`src/rtl/flagreg_pkg.sv`:
```
package flagreg_pkg;
   localparam int FB_CARRY = 0;
   localparam int FB_DEBUG = 1;
   localparam int FB_ZERO  = 2;
   localparam int FB_SIGN  = 3;
   localparam int FB_BANK  = 4;
   localparam int FB_OVF   = 5;
   localparam int FB_IEN   = 6;
   localparam int FB_STACK = 7;
   localparam int FB_LIVE  = 8;
   localparam int ALU_N    = 4;

   typedef struct packed {
      logic ovf;
      logic sign;
      logic zero;
      logic carry;
   } alu_flags_t;

   function automatic int alu_pos(input int idx);
      case (idx)
         0:       return FB_CARRY;
         1:       return FB_ZERO;
         2:       return FB_SIGN;
         default: return FB_OVF;
      endcase
   endfunction
endpackage

```
`src/rtl/flag_alu_merge.sv`:
```
module flag_alu_merge
   import flagreg_pkg::*;
#(
   parameter int WORD_W = 12
) (
   input  logic [WORD_W-1:0] base,
   input  logic [ALU_N-1:0]  upd,
   input  logic [ALU_N-1:0]  val,
   output logic [WORD_W-1:0] merged
);
   logic [WORD_W-1:0] sel_mask;
   logic [WORD_W-1:0] sel_val;

   always_comb begin
      sel_mask = '0;
      sel_val  = '0;
      for (int k = 0; k < ALU_N; k++) begin
         sel_mask[alu_pos(k)] = upd[k];
         sel_val[alu_pos(k)]  = val[k];
      end
   end

   assign merged = (base & ~sel_mask) | (sel_val & sel_mask);
endmodule

```
`src/rtl/flag_irq_clear.sv`:
```
module flag_irq_clear
   import flagreg_pkg::*;
#(
   parameter int WORD_W      = 12,
   parameter int VEC_W       = 6,
   parameter int SW_SP_LIMIT = 32
) (
   input  logic              ack_stb,
   input  logic              ack_is_sw,
   input  logic [VEC_W-1:0]  ack_vec,
   output logic [WORD_W-1:0] clr_mask
);
   localparam logic [VEC_W:0] LIM_V = SW_SP_LIMIT[VEC_W:0];

   if (VEC_W < 1 || VEC_W > 16) begin : g_bad_vec
      $error("flag_irq_clear: VEC_W out of range");
   end
   if (SW_SP_LIMIT < 0 || SW_SP_LIMIT > (1 << VEC_W)) begin : g_bad_lim
      $error("flag_irq_clear: SW_SP_LIMIT out of range");
   end

   logic low_vec;
   logic sp_clr;

   assign low_vec = ({1'b0, ack_vec} < LIM_V);
   assign sp_clr  = ack_stb & (~ack_is_sw | low_vec);

   always_comb begin
      clr_mask           = '0;
      clr_mask[FB_DEBUG] = ack_stb;
      clr_mask[FB_IEN]   = ack_stb;
      clr_mask[FB_STACK] = sp_clr;
   end
endmodule

```
`src/rtl/flag_step_gen.sv`:
```
module flag_step_gen #(
   parameter bit REGISTERED = 1'b1
) (
   input  logic clk,
   input  logic rst_n,
   input  logic insn_done,
   input  logic dbg,
   output logic step_req
);
   if (REGISTERED) begin : g_reg
      logic req_q;
      always_ff @(posedge clk) begin
         if (!rst_n) req_q <= 1'b0;
         else        req_q <= insn_done & dbg;
      end
      assign step_req = req_q;


      step_cause_chk: assert property (@(posedge clk) disable iff (!rst_n)
         step_req |-> $past(insn_done && dbg));
   end else begin : g_comb
      assign step_req = insn_done & dbg;
   end
endmodule

```
`src/rtl/status_word_reg.sv`:
```
module status_word_reg
   import flagreg_pkg::*;
#(
   parameter int WORD_W      = 12,
   parameter int VEC_W       = 6,
   parameter int SW_SP_LIMIT = 32,
   parameter bit STEP_REG    = 1'b1
) (
   input  logic              clk,
   input  logic              rst_n,
   input  logic [3:0]        alu_upd,
   input  logic [3:0]        alu_val,
   input  logic              sw_wr,
   input  logic [WORD_W-1:0] sw_data,
   input  logic              ack_stb,
   input  logic              ack_is_sw,
   input  logic [VEC_W-1:0]  ack_vec,
   input  logic              insn_done,
   output logic [WORD_W-1:0] flags_out,
   output logic              bank_sel,
   output logic              sp_sel,
   output logic              mask_irq_en,
   output logic              step_req
);
   if (WORD_W < FB_LIVE) begin : g_bad_w
      $error("status_word_reg: WORD_W must cover the eight live flags");
   end

   function automatic logic [WORD_W-1:0] live_mask();
      logic [WORD_W-1:0] m;
      for (int i = 0; i < WORD_W; i++) m[i] = (i < FB_LIVE);
      return m;
   endfunction

   localparam logic [WORD_W-1:0] LIVE_MASK = live_mask();

   logic [WORD_W-1:0] flag_q;
   logic [WORD_W-1:0] sw_stage;
   logic [WORD_W-1:0] alu_stage;
   logic [WORD_W-1:0] clr_mask;
   logic [WORD_W-1:0] flag_d;
   alu_flags_t        alu_upd_s;
   alu_flags_t        alu_val_s;

   assign alu_upd_s = alu_upd;
   assign alu_val_s = alu_val;

   // lowest priority: software write of the live bits
   assign sw_stage = sw_wr ? (sw_data & LIVE_MASK) : flag_q;

   flag_alu_merge #(.WORD_W(WORD_W)) u_alu (
      .base   (sw_stage),
      .upd    (alu_upd_s),
      .val    (alu_val_s),
      .merged (alu_stage)
   );

   flag_irq_clear #(
      .WORD_W      (WORD_W),
      .VEC_W       (VEC_W),
      .SW_SP_LIMIT (SW_SP_LIMIT)
   ) u_clr (
      .ack_stb   (ack_stb),
      .ack_is_sw (ack_is_sw),
      .ack_vec   (ack_vec),
      .clr_mask  (clr_mask)
   );

   // highest priority: acknowledge clears
   assign flag_d = alu_stage & ~clr_mask & LIVE_MASK;

   always_ff @(posedge clk) begin
      if (!rst_n) flag_q <= '0;
      else        flag_q <= flag_d;
   end

   assign flags_out   = flag_q;
   assign bank_sel    = flag_q[FB_BANK];
   assign sp_sel      = flag_q[FB_STACK];
   assign mask_irq_en = flag_q[FB_IEN];

   flag_step_gen #(.REGISTERED(STEP_REG)) u_step (
      .clk       (clk),
      .rst_n     (rst_n),
      .insn_done (insn_done),
      .dbg       (flag_q[FB_DEBUG]),
      .step_req  (step_req)
   );

   if (WORD_W > FB_LIVE) begin : g_rsv_chk

      rsv_zero_chk: assert property (@(posedge clk) disable iff (!rst_n)
         flags_out[WORD_W-1:FB_LIVE] == '0);
   end


   ack_clear_chk: assert property (@(posedge clk) disable iff (!rst_n)
      ack_stb |=> (!flags_out[FB_DEBUG] && !mask_irq_en));


   hw_sp_clear_chk: assert property (@(posedge clk) disable iff (!rst_n)
      (ack_stb && !ack_is_sw) |=> !sp_sel);


   sw_hi_keep_chk: assert property (@(posedge clk) disable iff (!rst_n)
      (ack_stb && ack_is_sw && (int'(ack_vec) >= SW_SP_LIMIT) && !sw_wr)
         |=> (sp_sel == $past(sp_sel)));

   for (genvar k = 0; k < ALU_N; k++) begin : g_alu_chk

      alu_land_chk: assert property (@(posedge clk) disable iff (!rst_n)
         alu_upd[k] |=> (flags_out[alu_pos(k)] == $past(alu_val[k])));
   end
endmodule

```
`config.mk`:
```
export PLATFORM = sky130hd
export DESIGN_NAME = status_word_reg
export DESIGN_NICKNAME = d
export VERILOG_FILES = /design/src/rtl/flagreg_pkg.sv /design/src/rtl/flag_alu_merge.sv /design/src/rtl/flag_irq_clear.sv /design/src/rtl/flag_step_gen.sv /design/src/rtl/status_word_reg.sv
export SDC_FILE = /design/constraint.sdc
export NUM_CORES = 1
export LEC_CHECK = 0
export BUFFER_PORTS_ARGS = -buffer_cell sky130_fd_sc_hd__buf_2
export CELL_PAD_IN_SITES_DETAIL_PLACEMENT = 0
export CELL_PAD_IN_SITES_GLOBAL_PLACEMENT = 1
export CORE_ASPECT_RATIO = 1.2
export CORE_UTILIZATION = 19
export DETAILED_ROUTE_END_ITERATION = 6
export PLACE_DENSITY_LB_ADDON = 0.12
export SETUP_SLACK_MARGIN = 0.4
export SLEW_MARGIN = 20
export SYNTH_ARGS = -nofsm -noshare
export SYNTH_HDL_FRONTEND = slang
export SYNTH_SLANG_ARGS = --single-unit
export TNS_END_PERCENT = 10
```
`constraint.sdc`:
```
create_clock -name clk -period 0.8 [get_ports clk]
set_input_delay 0.2 -clock clk [delete_from_list [all_inputs] [get_ports clk]]
set_output_delay 0.2 -clock clk [all_outputs]
set_load 0.03 [all_outputs]
```
; Yosys cells after proc, flatten, opt, wreduce, memory -nomap -nowiden
; Index checks and enable logic that the tools add are counted.
[totals]
inputBits = 32
register_bits = 9
out_inout_bits = 16
[op_classes]
n_mux = 1
n_bitwise = 10
magnitude_cmp = 1
[ops]
columns = operator, n
row1 = bitwise AND 8 bit, 2
row2 = two-way mux 8 bit, 1
row3 = NOT 6 -> 8 bit, 1
row4 = NOT 8 bit, 1
row5 = bitwise OR 8 x 6 -> 8 bit, 1
row6 = bitwise AND 6 bit, 1
row7 = "less-than comparator 6 bit, second input constant", 1
row8 = bitwise AND 1 bit, 2
row9 = NOT 1 bit, 1
row10 = bitwise OR 1 bit, 1

; Logic depth before layout (Yosys ltp)
; Gate-level depths: netlist (run 1).
[logic_depth]
word_depth = 5
ltp_mapped = 3

; Cells and area by module
; From an unflattened synthesis (run 1), not the netlist that was laid out.
[unflattened]
cells_unflattened = 61
area_unflattened_um2 = 669.4
[by_module_without_submodules]
columns = mod, n_inst, cells_each, area_each_um2, seq_area_each_um2
row1 = status_word_reg, 1, 33, 417.9, 160.2
row2 = flag_alu_merge, 1, 12, 120.1, 0.0
row3 = flag_irq_clear, 1, 14, 105.1, 0.0
row4 = flag_step_gen, 1, 2, 26.3, 20.0

; Worst setup path after synthesis (run 1)
; Ideal clock, no wire load.
[synth_timing]
path_type = flip-flop to output port
from = register flag_q[4], in the netlist flags_out[4]
to = output port flags_out[4]
path_slack_ps = -118
path_stages_with_launch = 2
t_arrival_ps = 718
required_ps = 600
path_cell_list = dfxtp_1 buf_4
[synth_lines]
columns = item, line
row1 = "start, declared", status_word_reg.sv:37  ; logic [WORD_W-1:0] flag_q;
row2 = "start signal, assigned", status_word_reg.sv:74  ; else flag_q <= flag_d;
row3 = "end, declared", status_word_reg.sv:19  ; output logic [WORD_W-1:0] flags_out,
; No word-level cell between the ends.

; Worst setup path in the final report (run 1)
[layout_timing]
from = register flag_q[7], in the netlist flags_out[7]
to = output port sp_sel
[layout_lines]
columns = item, line
row1 = "end, declared", status_word_reg.sv:21  ; output logic sp_sel,
; No word-level cell between the ends.

==> run metrics, run 1 <==
outcome finished, violations left; failing checks negative setup slack; Inserted Clock Buffers 3; proportion of register bits with asynchronous set or reset after synthesis 0%; Post-Syn Area per Cell 9.45 um2; type of destination of the critical path output pin; power density cells 1530 nW/um2; area used by sequential logic in the layout 209 um2; TritonCTS clock tree built; cell area reported after detailed placement 618 um2; root cell of the clock tree sky130_fd_sc_hd__clkbuf_4; DR WL/cell 8.67 um; DR iter-0 viols 1; global-route wire length before repair 1530 um; worst hold stages 2; met2 capacity usage during global routing 15.5%; sequential cell fraction of total power 43.4%; critical path arrival 740 ps; number of global-route vias before repair 382; remaining number of nets flagged by the antenna check after routing 0; number of DRC violations after detailed routing 0; routed via count divided by cell count 3.67; fraction of the mapped netlist area in compound gates 8.45%; final global-route overflow total 0; family of cells with the greatest summed delay on the critical path flip-flops; global-route track usage on met1 9.22%; Core Area 2140 um2; die outline area 2540 um2; Worst Hold Class in -> reg; largest net degree at the start of global routing 9; Routability Congestion 0.588; post-detail-place hpwl 746 um; Critical Path Max Stage Delay 350 ps; number of max-cap violations 0; buffers plus inverters on the worst setup path 1; area grow syn2layout 63.7%; required time reported for the critical path endpoint 600 ps; combinational fraction of design power 25.1%; warnings from Yosys 0; crit path setup slack, layout -143 ps; number of standard-cell rows in the floorplan 18; #FFs+latches synth 9; Die Span X 46.1 um; total number of clock tree sinks 9; final wirelength 945 um; number of input and output port buffers inserted 34; Post-Synth XOR/XNOR Area 0%; setup repair after global routing missed its margin true; cell internal power dissipation 0.788 mW; Crit Path Category reg -> out; most common flop cell mapped by yosys sky130_fd_sc_hd__dfxtp_1; top-area cell type share of the netlist area 40.6%; Synth Cell Area 444 um2; count of different cell masters after synthesis 12; dominant cell by count in the synthesized netlist sky130_fd_sc_hd__dfxtp_1; endpoint of the worst hold-timing path flags_out[7]; routed vias 400; Reg2Reg Depth 2; worst hold start ack_stb; Fmax 1060 MHz; layout cells sized above 1 59.5%; net switching power figure 0.326 mW; number of nets in the layout 112; register clock-pin slew on the reported worst setup and hold paths 60 ps; count of TritonRoute iterations in the first routing pass 3; type of element launching the critical path flop; diode insertion count for antenna repair 0; Post-Synth Simple-Gate Area 11.8%; maximum fanout along the worst path 3; cells after synthesis 47; largest family of logic cells by synthesized area buffers and inverters; chain of cells forming the critical path buf_6; starting density of the core 20.8%; part of the cycle the worst path needs 118%; slack of the worst reg-to-reg path 110 ps; I/O Pins 48; met3 Track Usage GR 1.95%; proportion of synthesized chip area in sequential cells 40.6%; endpoints failing setup 12; power share of the clock group 31.5%; multi-input gate area in the final layout 190 um2; Area contributors post-synth sky130_fd_sc_hd__dfxtp_1 41%, sky130_fd_sc_hd__mux2i_1 18%, sky130_fd_sc_hd__buf_4 14%; multiplexer share of the synthesized area 18.0%; minimum clock period after layout 943 ps; H-tree depth 1; Chip Height 55.0 um; slowest stage cell, crit path sky130_fd_sc_hd__dfxtp_4; total instance count after detailed placement 105; non-filler instance count after layout 109; Hold Fails Final Rpt 0; switching fraction of total power 29.3%; biggest area consumer among synthesized cells sky130_fd_sc_hd__dfxtp_1; layer with the highest usage met2; CTS Buffer Depth 2; max-slew violations 0; maximum vdd ir drop 0.458 mV; global-route usage over all layers 9.41%; filler cell count in the final layout 233; final setup skew 0.0856 ps; number of buffers added to fix hold violations after cts 0; Non-Filler Cell Area, Final 727 um2; EDFF count, synth 0; final-layout setup total negative slack -1570 ps; cell types with the highest counts after synthesis 9 x sky130_fd_sc_hd__dfxtp_1, 8 x sky130_fd_sc_hd__buf_4, 8 x sky130_fd_sc_hd__mux2i_1, 5 x sky130_fd_sc_hd__a211oi_1, 5 x sky130_fd_sc_hd__inv_1; number of buffers added for setup after CTS 0; area share of fa/ha/maj cells after synthesis 0%; worst-skew pair later-pin latency 250 ps; leakage power 0.371 nW; antenna violations before repair 0
-- logic make-up after synthesis --
family	after synthesis
buffers and inverters	14
and+or+nand+nor	10
DFF	9
muxes	8
AOI/OAI and AO/OA	5
other	1
-- final cells by class --
class | count | share of cell area [%]
multi-input combinational | 27 | 26.2
sequential | 9 | 28.7
clock buffer | 4 | 3.61
tap | 30 | 5.16
timing repair buffer | 34 | 33.7
inverter | 5 | 2.58
-- worst max-delay path by stage --
stage | depth (start not counted) | from | slack (ps) | end
global placement | 3 | sw_wr | -100 | flop
finish | 1 | flags_out[7] | -140 | sp_sel
global route | 1 | flags_out[7] | -180 | flags_out[7]
CTS | 1 | flags_out[4] | -150 | bank_sel
floorplan | 1 | flags_out[4] | 70 | flags_out[4]
detailed placement | 3 | sw_wr | -110 | flop
-- metrics by stage --
stage                     utilization (%)  hold WS (ps)  total power, mW  setup slack, ps
final                                34.0           118             1.11             -143
after CTS                            33.7           114             1.13             -150
after global placement               28.9           389            0.729             -104
after global routing                 34.0           122             1.18             -176
after detailed placement             28.9           391            0.732             -110
after floorplan                         -           287            0.674             73.1
-- cells in the final DEF (no fill, tap or decap) --
cell                       instances
sky130_fd_sc_hd__nor2b_1           4
sky130_fd_sc_hd__a211oi_2          1
sky130_fd_sc_hd__buf_6            12
sky130_fd_sc_hd__mux2i_1           8
sky130_fd_sc_hd__a211oi_1          4
sky130_fd_sc_hd__dfxtp_4           7
sky130_fd_sc_hd__dfxtp_2           2
sky130_fd_sc_hd__conb_1            4
sky130_fd_sc_hd__nand2_1           1
sky130_fd_sc_hd__nand2b_1          1
sky130_fd_sc_hd__clkbuf_1          1
sky130_fd_sc_hd__buf_2            22
sky130_fd_sc_hd__nor2_1            3
sky130_fd_sc_hd__clkbuf_4          3
sky130_fd_sc_hd__and3_1            1
sky130_fd_sc_hd__inv_1             5
-- layer usage --
metal	up-vias	part of all wire [%]
met2	23	54
li1	206	-
met1	167	36
met3	4	6.1
met4	0	3.7
met5	-	0
-- power by group through the flow --
stage	registers, mW	clock network (mW)	logic, mW
after detailed placement	0.487	0	0.245
after CTS	0.485	0.366	0.281
after floorplan	0.535	0	0.140
final	0.484	0.351	0.280
after global routing	0.487	0.393	0.303
after global placement	0.485	0	0.244
-- timing repair --
action	4_1_cts	5_1_grt
gates resized for setup	26	1
pin swaps	8	8
setup endpoints to repair	21	21
Note: power is estimated with default switching activity, not from simulation.
==> run 2, diff against run 1 <==
--- a/config.mk
+++ b/config.mk
@@ -11,7 +11,8 @@
 export CORE_ASPECT_RATIO = 1.2
 export CORE_UTILIZATION = 19
 export DETAILED_ROUTE_END_ITERATION = 6
-export PLACE_DENSITY_LB_ADDON = 0.12
+export MAX_ROUTING_LAYER = met4
+export PLACE_DENSITY_LB_ADDON = 0.1
 export SETUP_SLACK_MARGIN = 0.4
 export SLEW_MARGIN = 20
 export SYNTH_ARGS = -nofsm -noshare
==> run 2 against run 1 <==
Against the previous run:
- the run still ends with negative setup slack left
- cell area decreased by 0.69%
- die area unchanged
- sequential power about the same
- non-clock buffer count unchanged
- maximum frequency increased by 0.39%
- first-iteration DRC count decreased by 100%
- combinational power about the same
- via count increased by 1.8%
- largest power group unchanged
- highest routed layer unchanged
==> run metrics, run 2 (synthesized netlist as in run 1, its figures left out) <==
number of global-route vias before repair 372 (-2.6%); number of buffers added to fix hold violations after cts 0 (unchanged); count of TritonRoute iterations in the first routing pass 1 (-2); Routability Congestion 0.601 (+2.2%); critical path arrival 740 ps (about the same); largest net degree at the start of global routing 9 (unchanged); Critical Path Max Stage Delay 350 ps (about the same); routed via count divided by cell count 3.73 (+1.7%); number of nets in the layout 112 (unchanged); Chip Height 55.0 um (unchanged); failing checks negative setup slack; Worst Hold Class in -> reg; worst-skew pair later-pin latency 250 ps (about the same); Crit Path Category reg -> out; layout cells sized above 1 58.2% (-1.3 points); minimum clock period after layout 939 ps (-3.65 ps); global-route usage over all layers 9.54% (+0.13 points); crit path setup slack, layout -139 ps (+3.65 ps); Die Span X 46.1 um (unchanged); post-detail-place hpwl 766 um (+2.6%); number of buffers added for setup after CTS 0 (unchanged); total number of clock tree sinks 9 (unchanged); most frequent cells in the layout 22 x sky130_fd_sc_hd__buf_2, 12 x sky130_fd_sc_hd__buf_6, 8 x sky130_fd_sc_hd__mux2i_1; DR iter-0 viols 0 (-1); remaining number of nets flagged by the antenna check after routing 0 (unchanged); area grow syn2layout 62.5%; maximum vdd ir drop 0.576 mV (+26%); number of standard-cell rows in the floorplan 18 (unchanged); type of element launching the critical path flop; die outline area 2540 um2 (unchanged); root cell of the clock tree sky130_fd_sc_hd__clkbuf_4; antenna violations before repair 0 (unchanged); Hold Fails Final Rpt 0 (unchanged); switching fraction of total power 29.1% (-0.16 points); Inserted Clock Buffers 3 (unchanged); Core Area 2140 um2 (unchanged); routed vias 407 (+1.8%); final wirelength 998 um (+5.6%); cell internal power dissipation 0.787 mW (-0.17%); sequential cell fraction of total power 43.6% (+0.2 points); final setup skew 0.00333 ps (-0.0823 ps); commonest non-fill, non-tap cell in the layout sky130_fd_sc_hd__buf_2; slowest stage cell, crit path sky130_fd_sc_hd__dfxtp_4; combinational fraction of design power 25.0% (about the same); CTS Buffer Depth 2 (unchanged); filler cell count in the final layout 237 (+1.7%); part of the cycle the worst path needs 117% (-0.46 points); net switching power figure 0.323 mW (-0.93%); Fmax 1060 MHz (+0.39%); number of input and output port buffers inserted 34 (unchanged); global-route wire length before repair 1550 um (+0.91%); leakage power 0.370 nW (-0.26%); register clock-pin slew on the reported worst setup and hold paths 60 ps (about the same); DR WL/cell 9.16 um (+5.6%); I/O Pins 48 (unchanged); power share of the clock group 31.4% (about the same); H-tree depth 1 (unchanged); chain of cells forming the critical path buf_6; power density cells 1540 nW/um2 (+0.30%); endpoints failing setup 12 (unchanged); outcome finished, violations left; starting density of the core 20.8% (unchanged); number of DRC violations after detailed routing 0 (unchanged); setup repair after global routing missed its margin true; Power, Total 1.11 mW (-0.39%); type of destination of the critical path output pin; TritonCTS clock tree built; final global-route overflow total 0 (unchanged); family of cells with the greatest summed delay on the critical path flip-flops; core utilization of the finished layout 33.7% (-0.23 points); number of max-cap violations 0 (unchanged); max-slew violations 0 (unchanged); buffers plus inverters on the worst setup path 1 (unchanged); maximum fanout along the worst path 3 (unchanged); diode insertion count for antenna repair 0 (unchanged); required time reported for the critical path endpoint 600 ps (about the same)
run 2: cell counts in the layout (fill, tap and decap cells not counted):
Identical to the previous run, type by type.
run 2: layout make-up:
| class | instances | area [um2] | area share (%) |
|---|---|---|---|
| clock buffer | 4 | 26.3 | 3.64 |
| timing repair buffer | 34 | 245 | 34.0 |
| multi-input combinational | 27 | 185 | 25.6 |
| sequential | 9 | 209 | 28.9 |
| inverter | 5 | 18.8 | 2.60 |
| tap | 30 | 37.5 | 5.20 |
run 2: path summary, 6_finish.rpt:
| path | startpoint | slack (ps) | cells after the start | end |
|---|---|---|---|---|
| hold / removal | ack_stb | 120 | 2 | flags_out[7] |
| setup / recovery | flags_out[6] | -140 | 1 | mask_irq_en |
| hold reg to reg | flags_out[1] | 520 | 1 | u_step.step_req |
| setup reg to reg | flop | 100 | 2 | flop |
run 2: repair_timing:
item | in CTS | in global routing
pin swaps | 9 | 8
setup endpoints to repair | 21 | 21
gates resized for setup | 26 | 0
run 2: worst reg2reg max path, delay by kind of cell (launching register included):
kind	cells	cell delay, ps
muxes	1	60
AOI/OAI and AO/OA	1	210
DFF	1	350
run 2: metrics by stage:
stage          setup WS (ps)  std cells  cell area [um2]  TNS [ps]  hold slack (ps)
6_report                -139        109              722     -1550              121
5_1_grt                 -173        109              722     -1940              117
4_1_cts                 -157        109              722     -1750              109
3_5_place_dp           -96.3        105              618      -572              390
3_3_place_gp            -110        105              618      -625              388
2_1_floorplan           73.1         50              493         0              287
run 2: power by group through the flow:
stage	registers, mW	clock network [mW]	logic (mW)
finish	0.484	0.348	0.277
global route	0.488	0.400	0.302
CTS	0.485	0.375	0.280
detailed placement	0.487	0	0.244
global placement	0.486	0	0.243
floorplan	0.535	0	0.140
run 2: layer usage:
layer	vias to the layer above	GRT usage [%]	share of wire, %
li1	205	-	-
met1	180	9.63	44
met2	20	15.3	51
met3	2	2.92	5.0
met4	0	7.35	0.40
met5	-	-	0
==> run 3, diff against run 2 <==
--- a/config.mk
+++ b/config.mk
@@ -5,17 +5,18 @@
 export SDC_FILE = /design/constraint.sdc
 export NUM_CORES = 1
 export LEC_CHECK = 0
-export BUFFER_PORTS_ARGS = -buffer_cell sky130_fd_sc_hd__buf_2
 export CELL_PAD_IN_SITES_DETAIL_PLACEMENT = 0
 export CELL_PAD_IN_SITES_GLOBAL_PLACEMENT = 1
 export CORE_ASPECT_RATIO = 1.2
-export CORE_UTILIZATION = 19
+export CORE_UTILIZATION = 35
 export DETAILED_ROUTE_END_ITERATION = 6
+export DONT_BUFFER_PORTS = 1
 export MAX_ROUTING_LAYER = met4
 export PLACE_DENSITY_LB_ADDON = 0.1
 export SETUP_SLACK_MARGIN = 0.4
 export SLEW_MARGIN = 20
 export SYNTH_ARGS = -nofsm -noshare
 export SYNTH_HDL_FRONTEND = slang
+export SYNTH_HIERARCHICAL = 1
 export SYNTH_SLANG_ARGS = --single-unit
 export TNS_END_PERCENT = 10
==> constraint.sdc (replaced) <==
create_clock -name clk -period 1 [get_ports clk]
set_input_delay 0.25 -clock clk [delete_from_list [all_inputs] [get_ports clk]]
set_output_delay 0.25 -clock clk [all_outputs]
set_load 0.03 [all_outputs]
==> run 3 against run 2 <==
Against the previous run:
- the run still ends with negative setup slack left
- synthesized cell count up 13%
- first-iteration DRC count up 8
- flip-flop and latch count unchanged
- clock skew about the same
- non-clock buffer count down 26
- critical endpoint is now flags_out[2]
- highest routed layer is now met3
==> run metrics, run 3 <==
filler cell count in the final layout 154 (-35%); CTS Buffer Depth 2 (unchanged); required time reported for the critical path endpoint 1150 ps (+550 ps); type of destination of the critical path flop; endpoints failing setup 4 (-8); power density cells 1280 nW/um2 (-17%); part of the cycle the worst path needs 111%; number of DRC violations after detailed routing 0 (unchanged); Worst Hold Class in -> reg; final setup skew 0.243 ps (+0.240 ps); number of standard-cell rows in the floorplan 16 (-2); number of buffers added to fix hold violations after cts 0 (unchanged); commonest non-fill, non-tap cell in the layout sky130_fd_sc_hd__mux2_4; max-slew violations 0 (unchanged); endpoint of the worst hold-timing path u_step/step_req; core utilization of the finished layout 39.6% (+5.8 points); most frequent cells in the layout 12 x sky130_fd_sc_hd__mux2_4, 9 x sky130_fd_sc_hd__conb_1, 8 x sky130_fd_sc_hd__and3b_1, 8 x sky130_fd_sc_hd__dfxtp_2, 4 x sky130_fd_sc_hd__buf_6; global-route wire length before repair 1350 um (-13%); DR WL/cell 13.8 um (+51%); antenna violations before repair 0 (unchanged); crit-path most repeated cell sky130_fd_sc_hd__mux2_4; slowest stage cell, crit path sky130_fd_sc_hd__dfxtp_2; maximum vdd ir drop 0.424 mV (-26%); TritonCTS clock tree built; remaining number of nets flagged by the antenna check after routing 0 (unchanged); number of input and output port buffers inserted 0 (-100%); post-detail-place hpwl 711 um (-7.2%); critical path arrival 1250 ps (+510 ps); register clock-pin slew on the reported worst setup and hold paths 60 ps (about the same); Non-Filler Cell Area, Final 642 um2 (-11%); cell area reported after detailed placement 569 um2 (-7.9%); number of nets in the layout 85 (-24%); count of TritonRoute iterations in the first routing pass 3 (+2); Core Area 1620 um2 (-24%); DR iter-0 viols 8 (+8); Crit Path Category reg -> reg; Inserted Clock Buffers 3 (unchanged); tightest hold margin 141 ps (+20.1 ps); diode insertion count for antenna repair 0 (unchanged); layout cells sized above 1 63.5% (+5.2 points); worst hold start insn_done; Critical Path Max Stage Delay 320 ps (-30 ps); largest net degree at the start of global routing 10 (+1); total instance count after detailed placement 66 (-37%); leakage power 0.338 nW (-8.6%); minimum clock period after layout 1110 ps; cells after synthesis 53 (+13%); routed vias 317 (-22%); number of max-cap violations 0 (unchanged); type of element launching the critical path flop; final wirelength 969 um (-2.9%); total number of clock tree sinks 9 (unchanged); crit path setup slack, layout -106 ps (+32.9 ps); number of global-route vias before repair 292 (-22%); die outline area 1910 um2 (-25%); Reg2Reg Depth 3 (+1); non-filler instance count after layout 70 (-36%); slack of the worst reg-to-reg path -110 ps (-210 ps); buffers plus inverters on the worst setup path 0 (-1); failing checks negative setup slack; Fmax 904 MHz; family of cells with the greatest summed delay on the critical path multiplexers; Die Span X 40.1 um (-13%); area grow syn2layout 5.34%; worst hold stages 1 (-1); maximum fanout along the worst path 2 (-1); Chip Height 47.7 um (-13%); I/O Pins 48 (unchanged); setup repair after global routing missed its margin true; routed via count divided by cell count 4.53 (+21%); Hold Fails Final Rpt 0 (unchanged); starting density of the core 37.6% (+17 points); Worst Setup Slack post-DPL -94.7 ps (+1.58 ps); global-route usage over all layers 11.6% (+2.1 points); beginning of the worst register-to-register path flags_out[2]; Routability Congestion 0.595 (-1.0%); Synth Cell Area 609 um2 (+37%); max reg flops 8; root cell of the clock tree sky130_fd_sc_hd__clkbuf_4; H-tree depth 1 (unchanged); outcome finished, violations left; Post-Syn Area per Cell 11.5 um2 (+22%); warnings from Yosys 6 (+6); chain of cells forming the critical path mux2_4, mux2_4, and3b_1; endpoint of the worst register-to-register path flags_out[2]; final global-route overflow total 0 (unchanged); worst-skew pair later-pin latency 250 ps (about the same)
run 3: power breakdown:
group          switching, mW  total, mW  internal (mW)
clock network          0.121      0.274          0.153
registers             0.0100      0.382          0.372
logic                 0.0728      0.167         0.0940
run 3: worst max-delay path by stage:
| stage | startpoint | endpoint | slack (ps) | depth (start not counted) |
|---|---|---|---|---|
| floorplan | sw_wr | flags_out[0] | -170 | 4 |
| global placement | flags_out[2] | flags_out[2] | -80 | 3 |
| detailed placement | flags_out[2] | flags_out[2] | -90 | 3 |
| CTS | flags_out[2] | flags_out[2] | -110 | 3 |
| global route | flags_out[5] | flags_out[5] | -150 | 3 |
| finish | flags_out[2] | flags_out[2] | -110 | 3 |
run 3: repair_timing:
item / in CTS / in global routing
pin swaps: 4 / 4
resized for setup: 13 / 3
setup buffers: 0 / 0
endpoints found under the setup margin: 21 / 21
run 3: cell type report:
cell class,instances,area (um2),area share [%]
multi-input combinational,31,302,47.0
tap,18,22.5,3.51
clock buffer,4,26.3,4.09
timing repair buffer,8,97.6,15.2
sequential,9,194,30.2
run 3: through the flow:
stage / TNS [ps] / power, mW
final: -406 / 0.823
after global routing: -769 / 0.880
after CTS: -465 / 0.839
after detailed placement: -353 / 0.545
after global placement: -314 / 0.543
after floorplan: -1010 / 0.590
run 3: per-layer routing:
metal | share of wire (%) | vias up | wire length, um | GRT usage [%]
met1 | 35 | 147 | 343 | 11.6
met4 | 0 | 0 | 0 | 8.97
met2 | 53 | 21 | 516 | 17.7
met3 | 11 | 0 | 110 | 4.65
li1 | - | 149 | - | -
met5 | 0 | - | 0 | -
